## src/rtl/dyn_muladd_pkg.sv

```systemverilog
package dyn_muladd_pkg;

    typedef enum logic [1:0] {
        MD_MUL    = 2'b00,
        MD_ADD    = 2'b01,
        MD_MULADD = 2'b10,
        MD_MAC    = 2'b11
    } mode_e;

    function automatic mode_e decode_mode(input logic [2:0] instr);
        return mode_e'(instr[1:0]);
    endfunction

    function automatic logic wants_hold(input logic [2:0] instr);
        return instr[2];
    endfunction

endpackage

```

## src/rtl/dma_mult.sv

```systemverilog
module dma_mult #(
    parameter int OPW = 8,
    localparam int PW = 2 * OPW
) (
    input  logic           sgn,
    input  logic [OPW-1:0] fa,
    input  logic [OPW-1:0] fb,
    output logic [PW-1:0]  prod
);
    logic signed [OPW:0]   fa_x;
    logic signed [OPW:0]   fb_x;
    logic signed [2*OPW+1:0] full;

    always_comb begin
        fa_x = $signed({sgn & fa[OPW-1], fa});
        fb_x = $signed({sgn & fb[OPW-1], fb});
        full = fa_x * fb_x;
        prod = full[PW-1:0];
    end
endmodule

```

## src/rtl/dma_adder.sv

```systemverilog
module dma_adder #(
    parameter int AW = 16,
    localparam int SW = AW + 1
) (
    input  logic          sgn,
    input  logic [AW-1:0] lhs,
    input  logic [AW-1:0] rhs,
    output logic [SW-1:0] sum
);
    logic [SW-1:0] lhs_x;
    logic [SW-1:0] rhs_x;

    always_comb begin
        lhs_x = {sgn & lhs[AW-1], lhs};
        rhs_x = {sgn & rhs[AW-1], rhs};
        sum   = lhs_x + rhs_x;
    end
endmodule

```

## src/rtl/dyn_muladd.sv

```systemverilog
module dyn_muladd
    import dyn_muladd_pkg::*;
#(
    parameter int OPW = 8,
    localparam int AW = 2 * OPW,
    localparam int RW = AW + 1
) (
    input  logic           clk,
    input  logic           rst_n,
    input  logic           clr,
    input  logic [2:0]     op,
    input  logic           sgn,
    input  logic [OPW-1:0] mx,
    input  logic [OPW-1:0] my,
    input  logic [AW-1:0]  ad,
    output logic [RW-1:0]  res
);
    typedef struct packed {
        logic [AW-1:0] acc;
        logic [RW-1:0] hold;
        logic          sel;
    } state_t;

    state_t        st_d;
    state_t        st_q;
    mode_e         mode;
    logic [AW-1:0] prod;
    logic [AW-1:0] lhs;
    logic [AW-1:0] rhs;
    logic [RW-1:0] sum;
    logic [AW-1:0] acc_cur;
    logic          sel_cur;

    dma_mult #(.OPW(OPW)) mult_i (
        .sgn  (sgn),
        .fa   (mx),
        .fb   (my),
        .prod (prod)
    );

    dma_adder #(.AW(AW)) add_i (
        .sgn (sgn),
        .lhs (lhs),
        .rhs (rhs),
        .sum (sum)
    );

    // operand steering
    always_comb begin
        mode = decode_mode(op);
        lhs  = (mode == MD_ADD) ? {mx, my} : prod;
        unique case (mode)
            MD_MUL:    rhs = '0;
            MD_ADD:    rhs = ad;
            MD_MULADD: rhs = ad;
            MD_MAC:    rhs = st_q.acc;
            default:   rhs = '0;
        endcase
    end

    // next state
    always_comb begin
        st_d      = st_q;
        st_d.sel  = wants_hold(op);
        st_d.hold = sum;
        if (clr) begin
            st_d.acc = '0;
        end else if (mode == MD_MAC) begin
            st_d.acc = sum[AW-1:0];
        end
    end

    always_ff @(posedge clk or negedge rst_n) begin
        if (!rst_n) begin
            st_q <= '0;
        end else begin
            st_q <= st_d;
        end
    end

    assign res     = st_q.sel ? st_q.hold : sum;
    assign acc_cur = st_q.acc;
    assign sel_cur = st_q.sel;
endmodule

```

## config.mk

```make
export PLATFORM = sky130hd
export DESIGN_NAME = dyn_muladd
export DESIGN_NICKNAME = d
export VERILOG_FILES = /design/src/rtl/dyn_muladd_pkg.sv /design/src/rtl/dma_mult.sv /design/src/rtl/dma_adder.sv /design/src/rtl/dyn_muladd.sv
export SDC_FILE = /design/constraint.sdc
export NUM_CORES = 1
export LEC_CHECK = 0
export ABC_AREA = 1
export BUFFER_PORTS_ARGS = -buffer_cell sky130_fd_sc_hd__buf_4
export CAP_MARGIN = 5
export CORE_UTILIZATION = 55
export DETAILED_ROUTE_END_ITERATION = 12
export GPL_ROUTABILITY_DRIVEN = 0
export GPL_TIMING_DRIVEN = 0
export MAX_ROUTING_LAYER = met4
export PLACE_DENSITY = 0.73
export SLEW_MARGIN = 20
export SYNTH_ARGS = -nofsm -noshare
export SYNTH_HDL_FRONTEND = slang
export SYNTH_SLANG_ARGS = --single-unit
```

## constraint.sdc

```tcl
create_clock -name clk -period 12.7 [get_ports clk]
set_input_delay 2.54 -clock clk [delete_from_list [all_inputs] [get_ports clk]]
set_output_delay 2.54 -clock clk [all_outputs]
set_load 0.01 [all_outputs]
```

==> results_dict.tcl, run 1 <==
set metrics [dict create \
    status "finished clean" \
    setup_viol 0 \
    required_ns 10.16 \
    post_cts_buffers 0 \
    fin_skew_ns 0.006120 \
    die_w_um 101.9 \
    row_count 36 \
    num_vias 4790 \
    cts_sinks 34 \
    n_fill_cell 937 \
    slowest_delay_ns 0.54 \
    cts_buffer_depth 2 \
    clk_pin_slew_ns 0.07 \
    yosysSeqAreaShare_pct 15.50 \
    synth_most_common_cell "nand2_1" \
    via_per_inst 5.101 \
    reg2regPathDepth 12 \
    hold_viol 0 \
    cts_resized 0 \
    crit_type "in2out" \
    cts_tree "done" \
    routed_wl_um 12920 \
    synth_commonest_cells "nand2_1 (217), inv_1 (168), fa_1 (64), ha_1 (52), a21oi_1 (40)" \
    power_leakage_nw 3.505 \
    clock_latency_ns 0.28 \
    synth.distinct_cells 38 \
    start_kind "input pin" \
    first_pass_iters 5 \
    power_w 0.001335 \
    holdPathStages 2 \
    yosys_warnings 0 \
    rsz0062_at_grt "no" \
    final_max_slew_viol_count 0 \
    synthArstFlopShare_pct 100.0 \
    ant_nets 0 \
    powerDensity_nw_per_um2 220.9 \
    dpl.hpwl_um 10820 \
    utilization_pct 62.09 \
    area_growth_syn_to_layout_pct 10.03 \
    maxSlewHeadroom_pct 53.25 \
    synth_edf_count 0 \
    drt-initial-drc-count 228 \
    grt_max_degree 35 \
    cts_buffers 5 \
    synth.area.top_cells "fa_1 (23%), dfrtp_1 (15%), nand2_1 (15%)" \
    drc 0 \
    worst_slack_ns 1.073 \
    io_pins 56 \
    final-seq-area_sq_um 850.8 \
    synth_fp_nets 913 \
    synth_top_area_share_pct 23.34 \
    dieHeight_um 101.9 \
    fin_crit_sh_pct 91.55 \
    synth_top_area_cell "fa_1" \
    fp.coreArea_sq_um 9729 \
    start_util_pct 56.43 \
    die_area_sq_um 10390 \
    dp_slack_ns 1.119 \
    hold_ws_ns 0.4917 \
    min_period_ns 11.63 \
    cp_top_family "adder cells" \
    cpMaxStageDelayCell "fa_1" \
    multiInputGateArea_sq_um 3850 \
    grt_pass1_wl_um 21490 \
    fmax_ghz 0.08601 \
    n_antenna_cell 0 \
    crit_cells 34 \
    setup-tns-final_ns 0 \
    syn_area_sq_um 5490 \
    grtUsageTotal_pct 27.18 \
    cp.arrival_ns 9.09 \
    grt_overflow_total 0 \
    antenna_found_initial 0 \
    hp-class "reg2reg" \
    drive_above_1_share_pct 9.926 \
    port_buffers 41 \
    grt_pass1_vias 4624 \
    drv_cap 0 \
    hold_buffers 0 \
    crit_top_cell "inv_1" \
    worst_pin_slew_ns 0.7012 \
    vdd_drop_max_v 0.0001298 \
    worstPathMaxFanout 8 \
    syn_area_per_cell_sq_um 7.243 \
    endpoint_kind "output port" \
    htreeDepth 2 \
    wl_per_cell_um 13.76 \
    ctsRootBufferMaster "clkbuf_8" \
    path_buf_inv 9 \
    syn_inst 758 \
    synth-main-ff-cell "dfrtp_1" \
    fin_nets 961 \
    ys_ff_latch 34 \
]
## cell type report
class                   instances  share of cell area [%]
well taps                     133                   2.755
plain buffers                  30                   2.133
multi-input cells             518                   63.73
flip-flops and latches         34                   14.08
inverters                     176                   10.94
repair buffers                 41                   5.095
clock buffers                   7                   1.263
## flip-flops by register name, indices dropped and copies added, names as in the netlist
signal   flops
acc_cur     16
sel_cur      1
st_q        17
## cell usage in the layout (no fill, tap or decap), types with 6 or more instances in the layout
master | netlist | layout
o21ai_1 | 11 | 11
o21ai_2 | 6 | 6
inv_1 | 168 | 168
dfrtp_1 | 34 | 34
nor2_1 | 24 | 24
a21oi_1 | 40 | 40
nand2_1 | 217 | 217
o21ai_0 | 33 | 33
inv_2 | 8 | 8
ha_1 | 52 | 52
xor2_1 | 13 | 13
fa_1 | 64 | 64
clkbuf_1 | 25 | 27
buf_4 | 4 | 45
nand3_1 | 16 | 16
## per-layer routing
metal	global-route usage, %	share of wire (%)	up-vias
met5	-	0	-
met4	4.066	0.97	0
met3	2.599	5.1	12
met2	43.66	47	127
met1	38.24	46	2267
li1	-	-	2384
## worst paths after layout
path | startpoint | endpoint | slack [ns]
setup / recovery | my[0] | res[15] | 1.07
hold / removal | acc_cur[6] | acc_cur[6] | 0.49
setup reg to reg | acc_cur[0] | acc_cur[10] | 10.14
hold reg to reg | acc_cur[6] | acc_cur[6] | 0.49
max in group asynchronous | rst_n | acc_cur[5] | 10.18
min in group asynchronous | rst_n | st_q[12] | 2.20
## report_power, final
group | internal (W) | leakage, nW | total (W) | switching [W]
registers | 0.000152 | 0.430 | 0.000165 | 0.0000122
logic | 0.000423 | 3.04 | 0.00109 | 0.000672
clock network | 0.0000378 | 0.0383 | 0.0000758 | 0.0000380
## logic make-up after synthesis
group                      count (synthesis)  share of synthesized area [%]
and+or+nand+nor                          276                          20.60
buffers and inverters                    206                          14.38
adders and majority gates                116                          35.19
AOI/OAI and AO/OA                        108                          11.33
DFF                                       34                          15.50
xor gates and xnor gates                  18                          3.008
## worst register-to-register path: cells and delay by family (launching register included)
family | cells | cell delay (ns)
AO/OA/AOI/OAI | 7 | 1.08
AND/OR/NAND/NOR | 1 | 0.06
buffers and inverters | 1 | 0.08
adder cells (fa/ha/maj) | 2 | 0.64
flip-flops | 1 | 0.36
XOR/XNOR | 1 | 0.20
## through the flow
stage | instances | instance area (sq um)
5_1_grt | 939 | 6041
3_5_place_dp | 932 | 5964
3_3_place_gp | 932 | 5964
4_1_cts | 939 | 6041
2_1_floorplan | 758 | 5490
6_report | 939 | 6041
No activity file was read; power rests on OpenSTA's default activity.
==> inputs of run 2 (changes only) <==
PLACE_DENSITY = 0.71   (was 0.73)
SKIP_CTS_REPAIR_TIMING = 1   (was default)
==> run 2 against run 1 <==
  * Maximum frequency decreased by 0.23%
  * Clock-buffer cell count increased by 1
  * Total power increased by 1.7%
  * Via count increased by 1.3%
  * Non-clock buffer count unchanged
  * Critical path depth unchanged
  * Clock skew decreased by 0.0048 ns
  * Combinational power about the same
  * Critical path type unchanged
  * Highest routed layer unchanged
==> results_dict.tcl, run 2 (synthesized netlist as in run 1, its figures left out) <==
set metrics [dict create \
    largest_register_ffs 17 \
    p_seq_share_pct 12.1 \
    p_switching_w 0.0007285 \
    cp_top_family "adder cells" \
    hp-class "reg2reg" \
    grtUsageTotal_pct 27.14 \
    grt_pass1_wl_um 21270 \
    setup-tns-final_ns 0 \
    wl_per_cell_um 13.71 \
    hold_viol 0 \
    row_count 36 \
    io_pins 56 \
    ctsRootBufferMaster "clkbuf_8" \
    crit_type "in2out" \
    htreeDepth 2 \
    grt_max_degree 35 \
    dp_slack_ns 1.120 \
    cts_buffers 5 \
    drc 0 \
    multiInputGateArea_sq_um 3850 \
    fp.coreArea_sq_um 9729 \
    cts_tree "done" \
    fin_crit_sh_pct 91.76 \
    ant_nets 0 \
    vdd_drop_max_v 0.0001434 \
    top_register "st_q" \
    cts_buffer_depth 2 \
    dieHeight_um 101.9 \
    fin_nets 961 \
    fmax_ghz 0.08581 \
    fin_skew_ns 0.001299 \
    num_vias 4851 \
    cp.arrival_ns 9.11 \
    via_per_inst 5.161 \
    endpoint_kind "output port" \
    drt-initial-drc-count 219 \
    start_util_pct 56.43 \
    clock_latency_ns 0.29 \
    min_period_ns 11.65 \
    crit_top_cell "inv_1" \
    slowest_delay_ns 0.55 \
    grt_overflow_total 0 \
    clockPowerShare_pct 6.9 \
    required_ns 10.16 \
    worst_slack_ns 1.046 \
    final_common_cell "nand2_1" \
    drive_above_1_share_pct 10.29 \
    power_leakage_nw 3.524 \
    layout_common_cells "nand2_1 (217), inv_1 (168), fa_1 (64)" \
    n_antenna_cell 0 \
    dpl.hpwl_um 10810 \
    final-seq-area_sq_um 850.8 \
    die_area_sq_um 10390 \
    comb_power_share_pct 81.0 \
    rsz0062_at_grt "no" \
    start_kind "input pin" \
    status "finished clean" \
    first_pass_iters 6 \
    cpMaxStageDelayCell "fa_1" \
    setup_viol 0 \
    drv_cap 0 \
    clk_pin_slew_ns 0.07 \
    worst_pin_slew_ns 0.6348 \
    powerDensity_nw_per_um2 223.5 \
    n_fill_cell 942 \
    area_growth_syn_to_layout_pct 10.64 \
    grt_pass1_vias 4538 \
    cts_sinks 34 \
    port_buffers 41 \
    die_w_um 101.9 \
    maxSlewHeadroom_pct 57.68 \
    antenna_found_initial 0 \
    final_max_slew_viol_count 0 \
    p_int_w 0.0006290 \
    routed_wl_um 12890 \
    sw_frac_of_total_pct 53.67 \
    path_buf_inv 9 \
    worstPathMaxFanout 8 \
]
==> run 2: cell count changes in the layout (fill, tap and decap cells not counted) <==
cell      before  now
clkbuf_1      27   25
clkbuf_8       5    8
==> run 2: through the flow <==
step                utilization [%]  hold WS (ns)  power (W)  cell area [sq um]  cells
finish                        62.44        0.4921   0.001358               6075    940
global route                  62.44        0.5069   0.001511               6075    940
CTS                           62.44        0.4958   0.001361               6075    940
detailed placement            61.30        0.4747   0.001260               5964    932
global placement              61.30        0.4659   0.001232               5964    932
floorplan                         -        0.4534  0.0009766               5490    758
==> run 2: power by group through the flow <==
stage | registers [W] | clock network [W] | logic, W
floorplan | 0.000163 | 0 | 0.000813
global placement | 0.000165 | 0 | 0.00107
detailed placement | 0.000167 | 0 | 0.00109
CTS | 0.000165 | 0.0000957 | 0.00110
global route | 0.000168 | 0.000100 | 0.00124
finish | 0.000165 | 0.0000938 | 0.00110
==> run 2: worst register-to-register path: stages (launching register included) <==
cell,delay [ns]
dfrtp_1,0.35
nand2_1,0.06
a21oi_1,0.18
ha_1,0.23
inv_1,0.09
fa_1,0.43
o21ai_2,0.26
a21boi_2,0.11
o21ai_2,0.24
a21oi_1,0.10
o21bai_1,0.17
xnor2_1,0.25
o21ai_1,0.10
==> run 2: area by class of cell <==
| class | instances | area share (%) |
|---|---|---|
| repair buffers | 41 | 5.067 |
| inverters | 176 | 10.88 |
| well taps | 133 | 2.739 |
| plain buffers | 30 | 2.122 |
| multi-input cells | 518 | 63.38 |
| flip-flops and latches | 34 | 14.01 |
| clock buffers | 8 | 1.813 |
==> run 2: routing by layer <==
metal	routed length (um)	share of wire, %	global-route usage, %
met5	0	0	-
met4	121	0.94	3.956
met3	558	4.3	3.010
met2	6004	47	42.15
met1	6201	48	39.19
==> run 2: path summary, 6_finish.rpt <==
check / slack (ns) / depth (start not counted) / endpoint / start
max in group asynchronous: 10.20 / 1 / acc_cur[6] / rst_n
min in group asynchronous: 2.19 / 1 / st_q[11] / rst_n
hold / removal: 0.49 / 2 / acc_cur[10] / acc_cur[10]
setup reg to reg: 10.00 / 12 / acc_cur[10] / acc_cur[0]
hold reg to reg: 0.49 / 2 / acc_cur[10] / acc_cur[10]
setup / recovery: 1.05 / 34 / res[15] / my[0]
